--- src/rtl/busarb_pkg.sv ---
package busarb_pkg;
  typedef enum logic [1:0] {
    ST_OWN      = 2'd0,  // local master owns the bus
    ST_GRANT    = 2'd1,  // grant out, local cycle may still run
    ST_RELEASED = 2'd2,  // grant out, drivers off
    ST_EXT      = 2'd3   // external master acknowledged, drivers off
  } arb_state_e;
endpackage

--- src/rtl/busarb_sync.sv ---
module busarb_sync #(
  parameter int   STAGES  = 2,
  parameter logic RST_VAL = 1'b1
) (
  input  logic clk_i,
  input  logic rst_ni,
  input  logic d_i,
  output logic q_o
);
  logic [STAGES-1:0] chain_q;

  always_ff @(posedge clk_i or negedge rst_ni) begin
    if (!rst_ni) chain_q[0] <= RST_VAL;
    else         chain_q[0] <= d_i;
  end

  for (genvar g = 1; g < STAGES; g++) begin : g_stage
    always_ff @(posedge clk_i or negedge rst_ni) begin
      if (!rst_ni) chain_q[g] <= RST_VAL;
      else         chain_q[g] <= chain_q[g-1];
    end
  end

  assign q_o = chain_q[STAGES-1];
endmodule

--- src/rtl/busarb_fsm.sv ---
module busarb_fsm
  import busarb_pkg::*;
(
  input  logic clk_i,
  input  logic rst_ni,
  input  logic two_wire_i,
  input  logic req_i,
  input  logic ack_i,
  input  logic cyc_active_i,
  output logic grant_no,
  output logic bus_off_o
);
  arb_state_e state_q, state_d;

  always_comb begin
    state_d = state_q;
    unique case (state_q)
      ST_OWN: if (req_i) state_d = ST_GRANT;
      ST_GRANT: begin
        if (!req_i && (two_wire_i || !ack_i)) state_d = ST_OWN;
        else if (!cyc_active_i)               state_d = ST_RELEASED;
      end
      ST_RELEASED: begin
        if (!two_wire_i && ack_i) state_d = ST_EXT;
        else if (!req_i)          state_d = ST_OWN;
      end
      ST_EXT: begin
        if (two_wire_i) begin
          if (!req_i) state_d = ST_OWN;
        end else if (!ack_i) begin
          state_d = req_i ? ST_RELEASED : ST_OWN;  // regrant without resuming
        end
      end
      default: state_d = ST_OWN;
    endcase
  end

  always_ff @(posedge clk_i or negedge rst_ni) begin
    if (!rst_ni) begin
      state_q   <= ST_OWN;
      grant_no  <= 1'b1;
      bus_off_o <= 1'b0;
    end else begin
      state_q   <= state_d;
      grant_no  <= !(state_d == ST_GRANT || state_d == ST_RELEASED);
      bus_off_o <= (state_d == ST_RELEASED || state_d == ST_EXT);
    end
  end
endmodule

--- src/rtl/busarb_top.sv ---
module busarb_top #(
  parameter int SYNC_STAGES = 2
) (
  input  logic clk_i,
  input  logic rst_ni,
  input  logic two_wire_i,
  input  logic req_ni,
  input  logic ack_ni,
  input  logic cyc_active_i,
  output logic grant_no,
  output logic bus_off_o
);
  logic req_sn, ack_sn;
  logic req_s, ack_s;

  busarb_sync #(.STAGES(SYNC_STAGES), .RST_VAL(1'b1)) u_req_sync (
    .clk_i(clk_i), .rst_ni(rst_ni), .d_i(req_ni), .q_o(req_sn)
  );
  busarb_sync #(.STAGES(SYNC_STAGES), .RST_VAL(1'b1)) u_ack_sync (
    .clk_i(clk_i), .rst_ni(rst_ni), .d_i(ack_ni), .q_o(ack_sn)
  );

  assign req_s = ~req_sn;
  assign ack_s = ~ack_sn;

  busarb_fsm u_fsm (
    .clk_i       (clk_i),
    .rst_ni      (rst_ni),
    .two_wire_i  (two_wire_i),
    .req_i       (req_s),
    .ack_i       (ack_s),
    .cyc_active_i(cyc_active_i),
    .grant_no    (grant_no),
    .bus_off_o   (bus_off_o)
  );
endmodule

--- config.mk ---
export PLATFORM = sky130hd
export DESIGN_NAME = busarb_top
export DESIGN_NICKNAME = d
export VERILOG_FILES = /design/src/rtl/busarb_pkg.sv /design/src/rtl/busarb_sync.sv /design/src/rtl/busarb_fsm.sv /design/src/rtl/busarb_top.sv
export SDC_FILE = /design/constraint.sdc
export NUM_CORES = 1
export LEC_CHECK = 0
export BUFFER_PORTS_ARGS = -buffer_cell sky130_fd_sc_hd__buf_2
export CORE_AREA = 3 3 40 42
export CTS_BUF_LIST = sky130_fd_sc_hd__clkbuf_8 sky130_fd_sc_hd__clkbuf_16
export DETAILED_ROUTE_END_ITERATION = 16
export DIE_AREA = 0 0 43 45
export SLEW_MARGIN = 20
export SYNTH_ARGS = -nofsm -noshare
export SYNTH_HDL_FRONTEND = slang
export SYNTH_HIERARCHICAL = 1
export SYNTH_SLANG_ARGS = --single-unit
--- constraint.sdc ---
create_clock -name clk_i -period 2 [get_ports clk_i]
set_input_delay 0 -clock clk_i [delete_from_list [all_inputs] [get_ports clk_i]]
set_output_delay 0 -clock clk_i [all_outputs]
set_load 0.02 [all_outputs]
==> results of run 1 <==
-- power groups by stage --
stage / Sequential [W] / Clock (W) / Combinational (W)
after detailed placement: 0.000206 / 0 / 0.0000717
final: 0.000204 / 0.000193 / 0.0000762
after CTS: 0.000204 / 0.000200 / 0.0000772
after global routing: 0.000207 / 0.000207 / 0.0000864
after global placement: 0.000206 / 0 / 0.0000700
after floorplan: 0.000221 / 0 / 0.0000283
-- layout by cell type (no fill, tap or decap), drive strengths merged --
cell type    synthesis  routed
a21oi                1       1
a221o                1       1
a221oi               1       1
a31o                 1       1
and4                 1       1
buf                  0       7
clkbuf               0       3
dfrtp                3       3
dfstp                5       5
dlygate4sd3          0       3
ha                   2       2
inv                  3       4
nor2                 2       2
nor2b                1       1
or2                  1       1
-- cells in the mapped netlist, drive strengths merged --
library cell / instances
a221o: 1
and4: 1
inv: 3
a21oi: 1
nor2: 2
a221oi: 1
nor2b: 1
a31o: 1
dfstp: 5
ha: 2
dfrtp: 3
or2: 1
-- registers in the layout, summed over array words and instances, names as in the netlist --
signal              cells
u_ack_sync/chain_q      1
u_ack_sync/q_o          1
u_fsm/bus_off_o         1
u_fsm/grant_no          1
u_fsm/state_q           2
u_req_sync/chain_q      1
u_req_sync/q_o          1
-- layer usage --
| metal | part of all wire | vias to the layer above | GRT usage |
|---|---|---|---|
| li1 | - | 102 | - |
| met1 | 0.50 | 104 | 0.0775 |
| met2 | 0.43 | 8 | 0.0958 |
| met3 | 0.067 | 0 | 0.0120 |
| met4 | 0 | 0 | 0.0542 |
| met5 | 0 | - | 0 |
-- cell families after synthesis --
kind of cell,Yosys count,share of synthesized area
adder cells (fa/ha/maj),2,0.0823
flip-flops,8,0.679
AND/OR/NAND/NOR,5,0.0947
AO/OA/AOI/OAI,4,0.107
buffers and inverters,3,0.0370
-- metrics by stage --
stage | utilization | hold WS (ns) | power, W
2_1_floorplan | - | -0.296 | 0.000250
3_3_place_gp | 0.278 | -0.160 | 0.000276
3_5_place_dp | 0.278 | -0.156 | 0.000277
4_1_cts | 0.337 | 0.128 | 0.000482
5_1_grt | 0.337 | 0.154 | 0.000500
6_report | 0.337 | 0.131 | 0.000474
-- what timing repair did --
item,4_1_cts,5_1_grt
endpoints found under the hold margin,10,0
hold buffers,3,0
endpoints found under the setup margin,0,0
-- worst max path at each step --
stage,startpoint,to,cells after the start
2_1_floorplan,u_ack_sync/q_o$_DFF_PN1_,u_fsm/bus_off_o$_DFF_PN0_,6
3_3_place_gp,u_ack_sync/q_o$_DFF_PN1_,u_fsm/bus_off_o$_DFF_PN0_,6
3_5_place_dp,u_ack_sync/q_o$_DFF_PN1_,u_fsm/bus_off_o$_DFF_PN0_,6
4_1_cts,u_ack_sync/q_o$_DFF_PN1_,u_fsm/bus_off_o$_DFF_PN0_,6
5_1_grt,u_req_sync/q_o$_DFF_PN1_,u_fsm/bus_off_o$_DFF_PN0_,6
6_report,u_ack_sync/q_o$_DFF_PN1_,u_fsm/bus_off_o$_DFF_PN0_,6
-- layout make-up --
cell class / count / area (um2) / area share
timing repair buffer: 10 / 65.1 / 0.150
clock buffer: 3 / 41.3 / 0.0954
tap: 15 / 18.8 / 0.0434
multi-input combinational: 11 / 86.3 / 0.199
inverter: 3 / 11.3 / 0.0260
sequential: 8 / 206 / 0.477
clock inverter: 1 / 3.75 / 0.00867
==> results.toml, run 1 <==
[clock_network]
cts_tree = "done"
clkSinkCount = 8
clock_path_buffers = 2
clock_latency_ns = 0.23
path_clk_slew_ns = 0.04
numCtsBuffers = 3
cts-root-buf = "clkbuf_8"
cts_setup_buffers = 0
h-tree-depth = 1
cts_resized = 0

[die]
initial_core_util = 0.237
die-height_um = 45
coreArea_um2 = 1280
io_pins = 8
die_w_um = 43
row_count = 13
die_area_um2 = 1940

[timing]
skew_ns = 0.00817
finalMaxSlewViolations = 0
rsz0062_at_grt = "false"
worst_slew_pin_slew_ns = 0.272
setup_violations = 0
fin_crit_ns = 1.84
hold_viol = 0
setup_tns_ns = 0
fmax_mhz = 544
worst_slack_ns = 0.160
period_share = 0.920
relSlewSlack = 0.818

[power]
switching_share = 0.242
switching_power_w = 0.000115
peakVddDrop_mv = 0.465
seqPwrFrac = 0.431
combPwrFrac = 0.161
power_density_nw_per_um2 = 1090
clkPwrFrac = 0.408
intPower_w = 0.000359
p_leak_nw = 0.214

[synth]
synth_top_area_frac = 0.432
ys_types = 12
ys_seq_area_frac = 0.679
synth_nets = 30
yosysWarnings = 6
synth_top_area_cell = "dfstp_2"
avgSynthCellArea_um2 = 13.8
synthCells = 22
synth.top_cells.by_area = "dfstp_2, dfrtp_1, ha_1, inv_1, a221o_1"
syn-cell-area_um2 = 304
synth-seq-cells = 8

[setup_path]
critPathBufInv = 1
r2r_cells = 6
path_cells = "inv_1 > nor2b_1 > a31o_1 > a221o_1 > ha_1 > or2_2"
critPathKind = "flop to flop"
cp_max_fo = 4
path_delay_family = "compound AO/OA/AOI/OAI gates"
critPathSlowestCell = "dfstp_2"
arrival_ns = 1.94
cp-start-kind = "flop"
r2r_slack_ns = 0.16
crit_required_ns = 2.10
r2r_start = "u_ack_sync/q_o$_DFF_PN1_"
endpoint_kind = "flop"
r2r-end = "u_fsm/bus_off_o$_DFF_PN0_"
max_stage_delay_ns = 0.51

[global_route]
antenna_found_initial = 0
grt_max_degree = 9
grt_pass1_wl_um = 897
overflow = 0
first_global_vias = 229
track_usage = 0.0632

[drt]
drcViolationCount = 0
wire_per_inst_um = 9.63
viasPerCell = 4.20
ant_nets = 0
drt_iter0_drc = 0
firstDrtPassIters = 1
vias = 214
wl_um = 491

[final_layout]
design_area_um2 = 433
instances_no_fill = 51
diodes = 0
area_growth_pct = 42.4
fin_nets = 45
nFillCells = 125
layout-drive-gt1-share = 0.444

[outcome]
status = "finished, final reports clean"

[place]
dp_slack_ns = 0.174
place.gp.congestion = 0.717
hpwlAfterDp_um = 352
placed_area_um2 = 358
place_inst = 44
port_buffers = 7

[min_path]
worstHoldPathType = "input pin to async pin"

[flow_run]
cap_violations = 0
Note: power is estimated with default switching activity, not from simulation.
==> run 2, diff against run 1 <==
CTS_CLUSTER_SIZE = 12   (was unset)
RECOVER_POWER = 100   (was unset)
==> run 2 against run 1 <==
Compared with the run above:
- hold slack improved by 0.012 ns
- sequential cell count unchanged
- combinational power decreased by 4.9%
- setup slack stayed put
- sequential share of layout area is 0.42 points higher
- routed wire length grew 0.41%
- final cell count unchanged
==> results.toml, run 2 (same netlist as run 1, synthesis figures left out) <==
[timing]
fmax_mhz = 544
setup_violations = 0
worst_slew_pin_slew_ns = 0.402
rsz0062_at_grt = "false"
skew_ns = 0.00806
hold_viol = 0
relSlewSlack = 0.732
period_share = 0.920
finalMaxSlewViolations = 0
setup_tns_ns = 0
fin_crit_ns = 1.84

[setup_path]
cp-start-kind = "flop"
critPathSlowestCell = "dfstp_2"
path_delay_family = "compound AO/OA/AOI/OAI gates"
path_cells = "inv_1 > nor2b_1 > a31o_1 > a221o_1 > ha_1 > or2_2"
endpoint_kind = "flop"
r2r_slack_ns = 0.16
cp_num_cells = 6
endpoint = "u_fsm/bus_off_o$_DFF_PN0_"
critPathBufInv = 1
r2r_cells = 6
crit_start = "u_ack_sync/q_o$_DFF_PN1_"
crit_required_ns = 2.10
r2r-end = "u_fsm/bus_off_o$_DFF_PN0_"
arrival_ns = 1.94
r2r_start = "u_ack_sync/q_o$_DFF_PN1_"
critPathKind = "flop to flop"
cp_max_fo = 4
max_stage_delay_ns = 0.51

[global_route]
antenna_found_initial = 0
first_global_vias = 229
grt_pass1_wl_um = 897
track_usage = 0.0632
overflow = 0
grt_max_degree = 9

[power]
peakVddDrop_mv = 0.465
p_leak_nw = 0.205
power_density_nw_per_um2 = 1100

[final_layout]
fin_nets = 45
layout-drive-gt1-share = 0.361
instances_no_fill = 51
multi_input_area_um2 = 86.3
area_growth_pct = 41.2
diodes = 0
regMostFlops = "u_fsm/state_q"
largest_reg_flops = 2
nFillCells = 124
most-common-layout-cells = "dfstp_2, inv_1, buf_2"
final_common_cell = "dfstp_2"
regArea_um2 = 206

[min_path]
worstHoldPathType = "input pin to flop"

[drt]
firstDrtPassIters = 1
ant_nets = 0
vias = 214
wl_um = 493
drt_iter0_drc = 0
wire_per_inst_um = 9.67
viasPerCell = 4.20
drcViolationCount = 0

[die]
row_count = 13
initial_core_util = 0.237
io_pins = 8
die-height_um = 45
die_area_um2 = 1940
die_w_um = 43
coreArea_um2 = 1280

[clock_network]
cts_setup_buffers = 0
cts-root-buf = "clkbuf_8"
clock_path_buffers = 2
cts_tree = "done"
numCtsBuffers = 3
cts_resized = 0
h-tree-depth = 1
clock_latency_ns = 0.23
path_clk_slew_ns = 0.04
clkSinkCount = 8

[place]
hpwlAfterDp_um = 352
place.gp.congestion = 0.717
place_inst = 44
port_buffers = 7

[outcome]
status = "finished, final reports clean"

[flow_run]
cap_violations = 0
## run 2: how the worst min path moves through the flow
stage	slack, ns	end	from	cells after the start
2_1_floorplan	-0.30	u_fsm/bus_off_o$_DFF_PN0_	rst_ni	0
3_3_place_gp	-0.16	u_fsm/bus_off_o$_DFF_PN0_	rst_ni	1
3_5_place_dp	-0.16	u_fsm/bus_off_o$_DFF_PN0_	rst_ni	1
4_1_cts	0.13	u_fsm/state_q[0]$_DFF_PN0_	rst_ni	2
5_1_grt	0.20	u_fsm/state_q[1]$_DFF_PN0_	two_wire_i	4
6_report	0.14	u_fsm/state_q[1]$_DFF_PN0_	two_wire_i	4
## run 2: worst min-delay path: cells and delay by family
kind / cells / cell delay, ns
buf+inv: 1 / 0.08
simple gates: 3 / 0.24
## run 2: layout make-up
cell class / count / share of cell area
Clock inverter: 1 / 0.00875
Timing Repair Buffer: 10 / 0.143
Inverter: 3 / 0.0262
Multi-Input combinational cell: 11 / 0.201
Tap cell: 15 / 0.0437
Sequential cell: 8 / 0.481
Clock buffer: 3 / 0.0962
## run 2: what timing repair did
action	in CTS	in global routing
hold endpoints to repair	10	0
endpoints found under the setup margin	0	0
hold buffers	3	0
## run 2: per-stage QoR
| step | worst slack, ns | hold slack (ns) | power (W) | instance area, um2 | utilization |
|---|---|---|---|---|---|
| 2_1_floorplan | 0.264 | -0.296 | 0.000250 | 304 | - |
| 3_3_place_gp | 0.200 | -0.160 | 0.000276 | 358 | 0.278 |
| 3_5_place_dp | 0.174 | -0.156 | 0.000277 | 358 | 0.278 |
| 4_1_cts | 0.163 | 0.128 | 0.000482 | 433 | 0.337 |
| 5_1_grt | 0.0765 | 0.205 | 0.000497 | 429 | 0.334 |
| 6_report | 0.160 | 0.143 | 0.000470 | 429 | 0.334 |
## run 2: per-layer routing
metal	GRT usage	wire, um
met3	0.0120	32
met1	0.0775	247
met2	0.0958	213
met4	0.0542	0
met5	0	0
## run 2: power by group
part           switching [W]  internal, W
registers          0.0000103     0.000194
clock network      0.0000604     0.000133
logic              0.0000441    0.0000284
==> run 3, diff against run 2 <==
RECOVER_POWER = 50   (was 100)
==> run 3 against run 2 <==
Compared with the run above:
- final cell count unchanged
- die area stayed put
- utilization increased by 0.19 points
- highest routed layer unchanged
- critical path type unchanged
- largest cell class unchanged
- clock skew hardly changed
- design area up 0.58%
- register-to-register slack is essentially flat
- routed wire length stayed put
==> results.toml, run 3 (same netlist as run 1, synthesis figures left out) <==
[clock_network]
clock_path_buffers = 2
h-tree-depth = 1
cts_tree = "done"
cts-root-buf = "clkbuf_8"
numCtsBuffers = 3
clkSinkCount = 8
cts_setup_buffers = 0
clock_latency_ns = 0.23
path_clk_slew_ns = 0.04

[final_layout]
nFillCells = 126
most-common-layout-cells = "buf_2, dfstp_2, inv_1"
largest_reg_flops = 2
layout-drive-gt1-share = 0.417
regMostFlops = "u_fsm/state_q"
diodes = 0
area_growth_pct = 42.0
fin_util = 0.336
fin_nets = 45
final_common_cell = "buf_2"

[die]
row_count = 13
die_w_um = 43
die-height_um = 45
initial_core_util = 0.237
die_area_um2 = 1940
io_pins = 8
coreArea_um2 = 1280

[setup_path]
cp-start-kind = "flop"
critPathKind = "flop to flop"
endpoint_kind = "flop"
arrival_ns = 1.94
crit_required_ns = 2.10
r2r_start = "u_ack_sync/q_o$_DFF_PN1_"
r2r_cells = 6
r2r_slack_ns = 0.16
cp_max_fo = 4
r2r-end = "u_fsm/bus_off_o$_DFF_PN0_"
crit_start = "u_ack_sync/q_o$_DFF_PN1_"

[global_route]
track_usage = 0.0632
grt_max_degree = 9
antenna_found_initial = 0
overflow = 0
grt_pass1_wl_um = 897
first_global_vias = 229

[outcome]
status = "finished, final reports clean"

[min_path]
worstHoldPathType = "input pin to flop"
hold_end = "u_fsm/state_q[1]$_DFF_PN0_"
min_from = "two_wire_i"
hold_depth = 4

[timing]
period_share = 0.920
worst_slew_pin_slew_ns = 0.402
relSlewSlack = 0.732
finalMaxSlewViolations = 0
setup_violations = 0
skew_ns = 0.00817
rsz0062_at_grt = "false"
fin_crit_ns = 1.84
setup_tns_ns = 0
fmax_mhz = 544
hold_viol = 0

[drt]
drt_iter0_drc = 0
vias = 214
wl_um = 493
viasPerCell = 4.20
drcViolationCount = 0
wire_per_inst_um = 9.67
firstDrtPassIters = 1
ant_nets = 0

[place]
place.gp.congestion = 0.717
port_buffers = 7
hpwlAfterDp_um = 352

[flow_run]
cap_violations = 0

[power]
peakVddDrop_mv = 0.465
p_leak_nw = 0.212
power_density_nw_per_um2 = 1100
## run 3: cell count changes in the layout (fill, tap and decap cells not counted), sizes merged
cell,delta
clkbuf,-2
buf,+2
## run 3: area by class of cell
class	instances	area (um2)	area share
Inverter	3	11.3	0.0261
Clock buffer	3	41.3	0.0957
Multi-Input combinational cell	11	86.3	0.200
Timing Repair Buffer	10	63.8	0.148
Tap cell	15	18.8	0.0435
Sequential cell	8	206	0.478
Clock inverter	1	3.75	0.00870
## run 3: stage by stage
stage / power (W) / instances / setup slack [ns] / cell area, um2 / hold WS (ns)
3_3_place_gp: 0.000276 / 44 / 0.200 / 358 / -0.160
3_5_place_dp: 0.000277 / 44 / 0.174 / 358 / -0.156
4_1_cts: 0.000482 / 51 / 0.163 / 433 / 0.128
2_1_floorplan: 0.000250 / 22 / 0.264 / 304 / -0.296
6_report: 0.000473 / 51 / 0.160 / 432 / 0.143
5_1_grt: 0.000500 / 51 / 0.0765 / 432 / 0.205
## run 3: worst max-delay path, stage by stage (launching register included)
cell	delay, ns
dfstp_2	0.51
inv_1	0.03
nor2b_1	0.15
a31o_1	0.24
a221o_1	0.30
ha_1	0.21
or2_2	0.29
## run 3: timing repair
item,in CTS,in global routing
hold buffers,3,0
gates resized for setup,0,0
endpoints found under the hold margin,10,0
## run 3: power by group
| group | internal (W) | leakage [nW] | switching [W] |
|---|---|---|---|
| Combinational | 0.0000319 | 0.0941 | 0.0000441 |
| Sequential | 0.000194 | 0.0907 | 0.0000100 |
| Clock | 0.000133 | 0.0269 | 0.0000605 |
## run 3: how the worst max path moves through the flow
stage | end | slack, ns
5_1_grt | u_fsm/bus_off_o$_DFF_PN0_ | 0.08
2_1_floorplan | u_fsm/bus_off_o$_DFF_PN0_ | 0.26
3_3_place_gp | u_fsm/bus_off_o$_DFF_PN0_ | 0.20
6_report | u_fsm/bus_off_o$_DFF_PN0_ | 0.16
4_1_cts | u_fsm/bus_off_o$_DFF_PN0_ | 0.16
3_5_place_dp | u_fsm/bus_off_o$_DFF_PN0_ | 0.17
## run 3: metal layers
metal,vias to the layer above,track usage,share of wire
li1,102,-,-
met1,104,0.0775,0.50
met2,8,0.0958,0.43
met3,0,0.0120,0.067
met4,0,0.0542,0
met5,-,0,0
